$ cat src/rtl/norm_pkg.sv
package norm_pkg;
  typedef struct packed {
    logic load;    // capture fresh operands and clear the counter
    logic shift;   // one left shift of the pair, counter + 1
    logic finish;  // latch the count toward the holder
  } normStrobe_t;
endpackage

$ cat src/rtl/norm_datapath.sv
module norm_datapath
  import norm_pkg::*;
#(
  parameter int DATA_W     = 16,
  parameter int STOP_COUNT = 32,
  parameter int CNT_W      = $clog2(STOP_COUNT) + 1
) (
  input  logic              clk,
  input  logic              rstN,
  input  normStrobe_t       strb,
  input  logic [DATA_W-1:0] aIn,
  input  logic [DATA_W-1:0] bIn,
  output logic [DATA_W-1:0] aReg,
  output logic [DATA_W-1:0] bReg,
  output logic [CNT_W-1:0]  cntData,
  output logic              topEqual,
  output logic              cntFull
);
  localparam int MAG_TOP = DATA_W - 2;  // highest magnitude bit of a word

  logic [CNT_W-1:0] shiftCnt;

  assign topEqual = (aReg[DATA_W-1] == aReg[DATA_W-2]);
  assign cntFull  = (shiftCnt == CNT_W'(STOP_COUNT));

  always_ff @(posedge clk or negedge rstN) begin
    if (!rstN) begin
      aReg     <= '0;
      bReg     <= '0;
      shiftCnt <= '0;
      cntData  <= '0;
    end else begin
      if (strb.load) begin
        aReg     <= aIn;
        bReg     <= bIn;
        shiftCnt <= '0;
      end else if (strb.shift) begin
        aReg     <= {aReg[DATA_W-2:0], bReg[MAG_TOP]};
        bReg     <= {bReg[DATA_W-1], bReg[MAG_TOP-1:0], 1'b0};
        shiftCnt <= shiftCnt + 1'b1;
      end
      if (strb.finish)
        cntData <= {1'b0, shiftCnt[CNT_W-2:0]};
    end
  end
endmodule

$ cat src/rtl/norm_control.sv
module norm_control
  import norm_pkg::*;
(
  input  logic        clk,
  input  logic        rstN,
  input  logic        start,
  input  logic        topEqual,
  input  logic        cntFull,
  output normStrobe_t strb,
  output logic        busy,
  output logic        donePulse
);
  logic stopNow;

  assign stopNow = !topEqual || cntFull;

  always_comb begin
    strb.load   = !busy && start;
    strb.shift  = busy && !stopNow;
    strb.finish = busy && stopNow;
  end

  always_ff @(posedge clk or negedge rstN) begin
    if (!rstN) begin
      busy      <= 1'b0;
      donePulse <= 1'b0;
    end else begin
      donePulse <= strb.finish;
      if (strb.load)
        busy <= 1'b1;
      else if (strb.finish)
        busy <= 1'b0;
    end
  end
endmodule

$ cat src/rtl/norm_sequencer.sv
module norm_sequencer
  import norm_pkg::*;
#(
  parameter int DATA_W     = 16,
  parameter int STOP_COUNT = 32,
  parameter int CNT_W      = $clog2(STOP_COUNT) + 1
) (
  input  logic              clk,
  input  logic              rstN,
  input  logic              start,
  input  logic [DATA_W-1:0] aIn,
  input  logic [DATA_W-1:0] bIn,
  output logic [DATA_W-1:0] aOut,
  output logic [DATA_W-1:0] bOut,
  output logic              busy,
  output logic              done,
  output logic              cntWrEn,
  output logic [CNT_W-1:0]  cntWrData
);
  normStrobe_t strb;
  logic        topEqual;
  logic        cntFull;
  logic        donePulse;

  norm_control u_control (
    .clk      (clk),
    .rstN     (rstN),
    .start    (start),
    .topEqual (topEqual),
    .cntFull  (cntFull),
    .strb     (strb),
    .busy     (busy),
    .donePulse(donePulse)
  );

  norm_datapath #(
    .DATA_W    (DATA_W),
    .STOP_COUNT(STOP_COUNT),
    .CNT_W     (CNT_W)
  ) u_datapath (
    .clk     (clk),
    .rstN    (rstN),
    .strb    (strb),
    .aIn     (aIn),
    .bIn     (bIn),
    .aReg    (aOut),
    .bReg    (bOut),
    .cntData (cntWrData),
    .topEqual(topEqual),
    .cntFull (cntFull)
  );

  assign done    = donePulse;
  assign cntWrEn = donePulse;
endmodule

$ cat config.mk
export PLATFORM = sky130hd
export DESIGN_NAME = norm_sequencer
export DESIGN_NICKNAME = d
export VERILOG_FILES = /design/src/rtl/norm_pkg.sv /design/src/rtl/norm_datapath.sv /design/src/rtl/norm_control.sv /design/src/rtl/norm_sequencer.sv
export SDC_FILE = /design/constraint.sdc
export NUM_CORES = 1
export LEC_CHECK = 0
export BUFFER_PORTS_ARGS = -buffer_cell sky130_fd_sc_hd__buf_4
export CORE_AREA = 2 2 48 94
export DETAILED_ROUTE_END_ITERATION = 8
export DIE_AREA = 0 0 50 96
export GPL_TIMING_DRIVEN = 0
export PLACE_DENSITY = 0.89
export SLEW_MARGIN = 10
export SYNTH_ARGS = -nofsm -noshare
export SYNTH_HDL_FRONTEND = slang
export SYNTH_HIERARCHICAL = 1
export SYNTH_SLANG_ARGS = --single-unit
$ cat constraint.sdc
create_clock -name clk -period 5.4 [get_ports clk]
set_input_delay 1.08 -clock clk [delete_from_list [all_inputs] [get_ports clk]]
set_output_delay 1.08 -clock clk [all_outputs]
set_load 0.02 [all_outputs]
## After elaboration in Yosys (flattened, before gate mapping)

Index checks and enable logic that the tools add are counted.

- Reductions and logical operators: 9
- Equal/unequal tests: 2
- $add $sub $neg: 1
- Multiplexer cells: 8

Operators by type and width:

| cell | count |
|---|---|
| two-way mux 16 bit | 3 |
| two-way mux 15 bit | 1 |
| two-way mux 6 bit | 2 |
| adder 6 x 1 -> 6 bit, second input constant | 1 |
| equality test 6 bit, second input constant | 1 |
| nonzero test 2 bit | 2 |
| logical AND 1 bit | 3 |
| logical NOT 1 bit | 3 |
| two-way mux 1 bit | 2 |
| equality test 1 bit | 1 |
| logical OR 1 bit | 1 |

- Register bits: 45
- Output and inout port bits: 41
- Word-level logic and storage cells: 27
- Input bits: 35

## Logic depth before layout (Yosys ltp)

- Depth after elaboration: 7
- Mapped depth: 9
- Mapped depth without buffers: 8

## Modules after synthesis

The synthesis kept the hierarchy.

Modules (own cells, without submodules):

| module | area each (um^2) | cells each | sequential area each (um^2) | instances |
|---|---|---|---|---|
| norm_datapath | 1953.1 | 179 | 1076.0 | 1 |
| norm_control | 82.6 | 7 | 50.0 | 1 |
| norm_sequencer | 7.5 | 1 | 0.0 | 1 |

## Worst setup path after synthesis

OpenSTA, ideal clock, no wires.

- Kind: input to register
- Start point: input start
- End point: register u_datapath.bReg[10]
- Data arrival time: 1.948 ns
- Path slack: 3.369 ns
- Path buffers: 2
- Library setup time: 0.083 ns
- Stages: 5
- Cells stage by stage: nor2b_1 > buf_2 > clkbuf_1 > nand2_1 > o21ai_0

- Cells in the longest elaborated chain, start to end: 2
- Elaborated cells between the ends (all ways): 3

RTL lines:

| what | line | text |
|---|---|---|
| from (decl) | norm_sequencer.sv:10 | `input logic start,` |
| logical AND 1 bit * | norm_control.sv:18 | `strb.load = !busy && start;` |
| two-way mux 16 bit or nonzero test 2 bit (tied branches) | - |  |
| to (signal assigned) | norm_datapath.sv:35 | `bReg <= bIn;` |
| to (signal assigned) | norm_datapath.sv:39 | `bReg <= {bReg[DATA_W-1], bReg[MAG_TOP-1:0], 1'b0};` |
| to (decl) | norm_datapath.sv:14 | `output logic [DATA_W-1:0] bReg,` |

Mark *: on every way between the ends. The rest lies on a longest branch, timed or not. The select of a mux whose other input is x is not followed.
A chain may end at the register's enable or synchronous reset.

==> impl_metrics.json <==
{
  "status": "finished, final reports clean",
  "drive_gt1_share_pct": 34.94,
  "synthToLayoutAreaGrowth_pct": 34.29,
  "synth_enable_flop_cells": 0,
  "dieHeight_um": 96,
  "synth_area_leaders": "dfrtp_1, mux2i_1, o21ai_0",
  "grt_max_degree": 46,
  "cp-start-kind": "flip-flop",
  "fin_hold_ws_ns": 0.5123,
  "dieArea_um2": 4800,
  "synth_area_leader_cell": "dfrtp_1",
  "clk_pin_slew_worst_paths_ns": 0.08,
  "hold_viol_final": 0,
  "avgSynthCellArea_um2": 10.93,
  "path_max_fanout": 6,
  "root_buffer": "clkbuf_8",
  "io_pins": 76,
  "h-tree-depth": 2,
  "min_period_ns": 2.311,
  "period_share_pct": 42.79,
  "start_util_pct": 49.98,
  "firstDrtPassIters": 4,
  "coreArea_um2": 4088,
  "cts_tree": "built",
  "synthArstFlopShare_pct": 100.0,
  "placed_area_um2": 2664,
  "maxCapViolCount": 0,
  "leakage_nw": 1.320,
  "ys.flop_type": "dfrtp_1",
  "hold_buffers": 0,
  "synth_most_common_cell": "dfrtp_1",
  "synth_seq_cells": 45,
  "synth_top_area_share_pct": 55.11,
  "worst_pin_slew_ns": 0.9104,
  "vias": 1662,
  "slew_headroom_pct": 38.76,
  "ant_nets": 0,
  "ys_warn_count": 6,
  "rows": 33,
  "grt_pass1_wl_um": 7590,
  "antenna_cells": 0,
  "yosys-top-cells-count": "dfrtp_1, nand2_1, o21ai_0",
  "worstSkewPairLatency_ns": 0.29,
  "cp-end-kind": "flip-flop",
  "drc_errors": 0,
  "synth_cells": 187,
  "critPathKind": "flip-flop to flip-flop",
  "syn_area_um2": 2043,
  "grt_pass1_vias": 1628,
  "fin_setup_tns_ns": 0,
  "track_usage_pct": 20.74,
  "fmax_mhz": 432.7,
  "finalSetupViolations": 0,
  "synth_fp_nets": 224,
  "antenna_found_initial": 0,
  "crit_arrival_ns": 2.49,
  "avgViaCountPerCell": 5.178,
  "rsz0062_at_grt": "false",
  "p_per_area_nw_per_um2": 610.8,
  "place_hpwl_um": 3457,
  "ir_drop_mv": 0.4847,
  "final_cells": 321,
  "cts_buffer_depth": 2,
  "nets": 305,
  "place_inst": 313,
  "synth.distinct_cells": 25,
  "synth-seq-area-share_pct": 55.11,
  "final_max_slew_viol_count": 0,
  "gr-total-overflow": 0,
  "power_w": 0.001676,
  "post-cts-setup-buffer-count": 0,
  "dieWidth_um": 50,
  "worstHoldPathType": "flip-flop to flip-flop",
  "numCtsBuffers": 5,
  "cts_sinks": 45,
  "cts_resized": 0,
  "drt_wl_total_um": 4544,
  "drtIter0Drc": 30,
  "io_buffers": 74,
  "finalWeightedCongestion": 0.7563,
  "design_area_um2": 2744,
  "wl_per_cell_um": 14.16,
  "cp.required_ns": 5.58,
  "finalClockSkew_ns": 0.004283
}
==> state kept, by name, summed over array words and instances (netlist names) <==
name                 count
u_datapath/shiftCnt      6
u_control/busy           1
u_datapath/cntData       5
u_datapath/aReg         16
u_datapath/bReg         16
u_control/donePulse      1
==> per-stage QoR <==
stage / util, % / setup slack, ns
global placement: 65.17 / 2.940
CTS: 67.13 / 3.075
global route: 67.13 / 2.854
floorplan: - / 3.369
finish: 67.13 / 3.089
detailed placement: 65.17 / 2.949
==> critical path, stage by stage (launching register included) <==
cell      delay, ns
dfrtp_1        0.44
inv_1          0.08
ha_1           0.14
nand2_1        0.05
nor4_1         0.29
inv_1          0.07
a21boi_0       0.71
mux2_2         0.42
==> cell usage in the layout, fill, tap and decap left out <==
cell type,netlist,routed
mux2_2,6,6
buf_2,2,2
o21ai_0,32,32
nand2b_1,1,1
mux2i_1,31,31
or3_1,1,1
and3b_1,1,1
xnor2_1,2,2
nor2b_1,1,1
conb_1,1,1
a21oi_1,1,1
ha_1,2,2
dfrtp_1,45,45
clkbuf_1,5,8
buf_6,1,1
nand2_1,34,34
a21boi_0,1,1
inv_1,3,3
nand4_1,1,1
nand4_2,1,1
or2_1,1,1
buf_4,5,79
xor2_1,3,3
nor4_1,1,1
clkbuf_8,0,5
nor2_1,5,5
==> metal layers <==
metal | wire length (um) | up-vias | global-route usage, %
li1 | - | 790 | -
met1 | 1614 | 800 | 24.00
met2 | 2570 | 57 | 35.31
met3 | 192 | 15 | 3.882
met4 | 166 | 0 | 11.81
met5 | 0 | - | 0
==> final timing paths <==
path | from | to | slack, ns | cells past startpoint
setup / recovery | u_datapath/shiftCnt[0]$_DFFE_PN0P_ | u_datapath/cntData[2]$_DFFE_PN0P_ | 3.09 | 7
hold / removal | u_datapath/cntData[3]$_DFFE_PN0P_ | u_datapath/cntData[3]$_DFFE_PN0P_ | 0.51 | 1
setup reg to reg | u_datapath/shiftCnt[0]$_DFFE_PN0P_ | u_datapath/cntData[2]$_DFFE_PN0P_ | 3.09 | 7
hold reg to reg | u_datapath/cntData[3]$_DFFE_PN0P_ | u_datapath/cntData[3]$_DFFE_PN0P_ | 0.51 | 1
max in group asynchronous | rstN | u_datapath/shiftCnt[3]$_DFFE_PN0P_ | 4.24 | 1
min in group asynchronous | rstN | u_datapath/aReg[8]$_DFFE_PN0P_ | 0.77 | 1
==> cells by family (layout without fill, tap and decap cells) <==
logic type	after synthesis	count (layout)	synth area share [%]
other	1	1	0.1835
adders and majority gates	2	2	1.225
xor gates and xnor gates	5	5	2.144
AOI/OAI and AO/OA	34	34	8.450
muxes	37	37	18.49
and+or+nand+nor	47	47	10.04
buffers and inverters	16	98	4.348
DFF	45	45	55.11
==> report_power, final <==
group          internal [W]  leakage (nW)  switching (W)  total [W]
Clock             0.0000919        0.0395       0.000102   0.000194
Sequential         0.000478         0.568       0.000117   0.000595
Combinational      0.000411         0.712       0.000476   0.000887
Total              0.000981          1.32       0.000695    0.00168
==> final cells by class <==
type,count,area [um2]
tap,52,65.06
clock buffer,8,80.08
inverter,3,11.26
fill,333,1344
buffer,13,77.57
multi-input combinational,126,828.3
timing repair buffer,74,555.5
sequential,45,1126
Note: power is estimated with default switching activity, not from simulation.
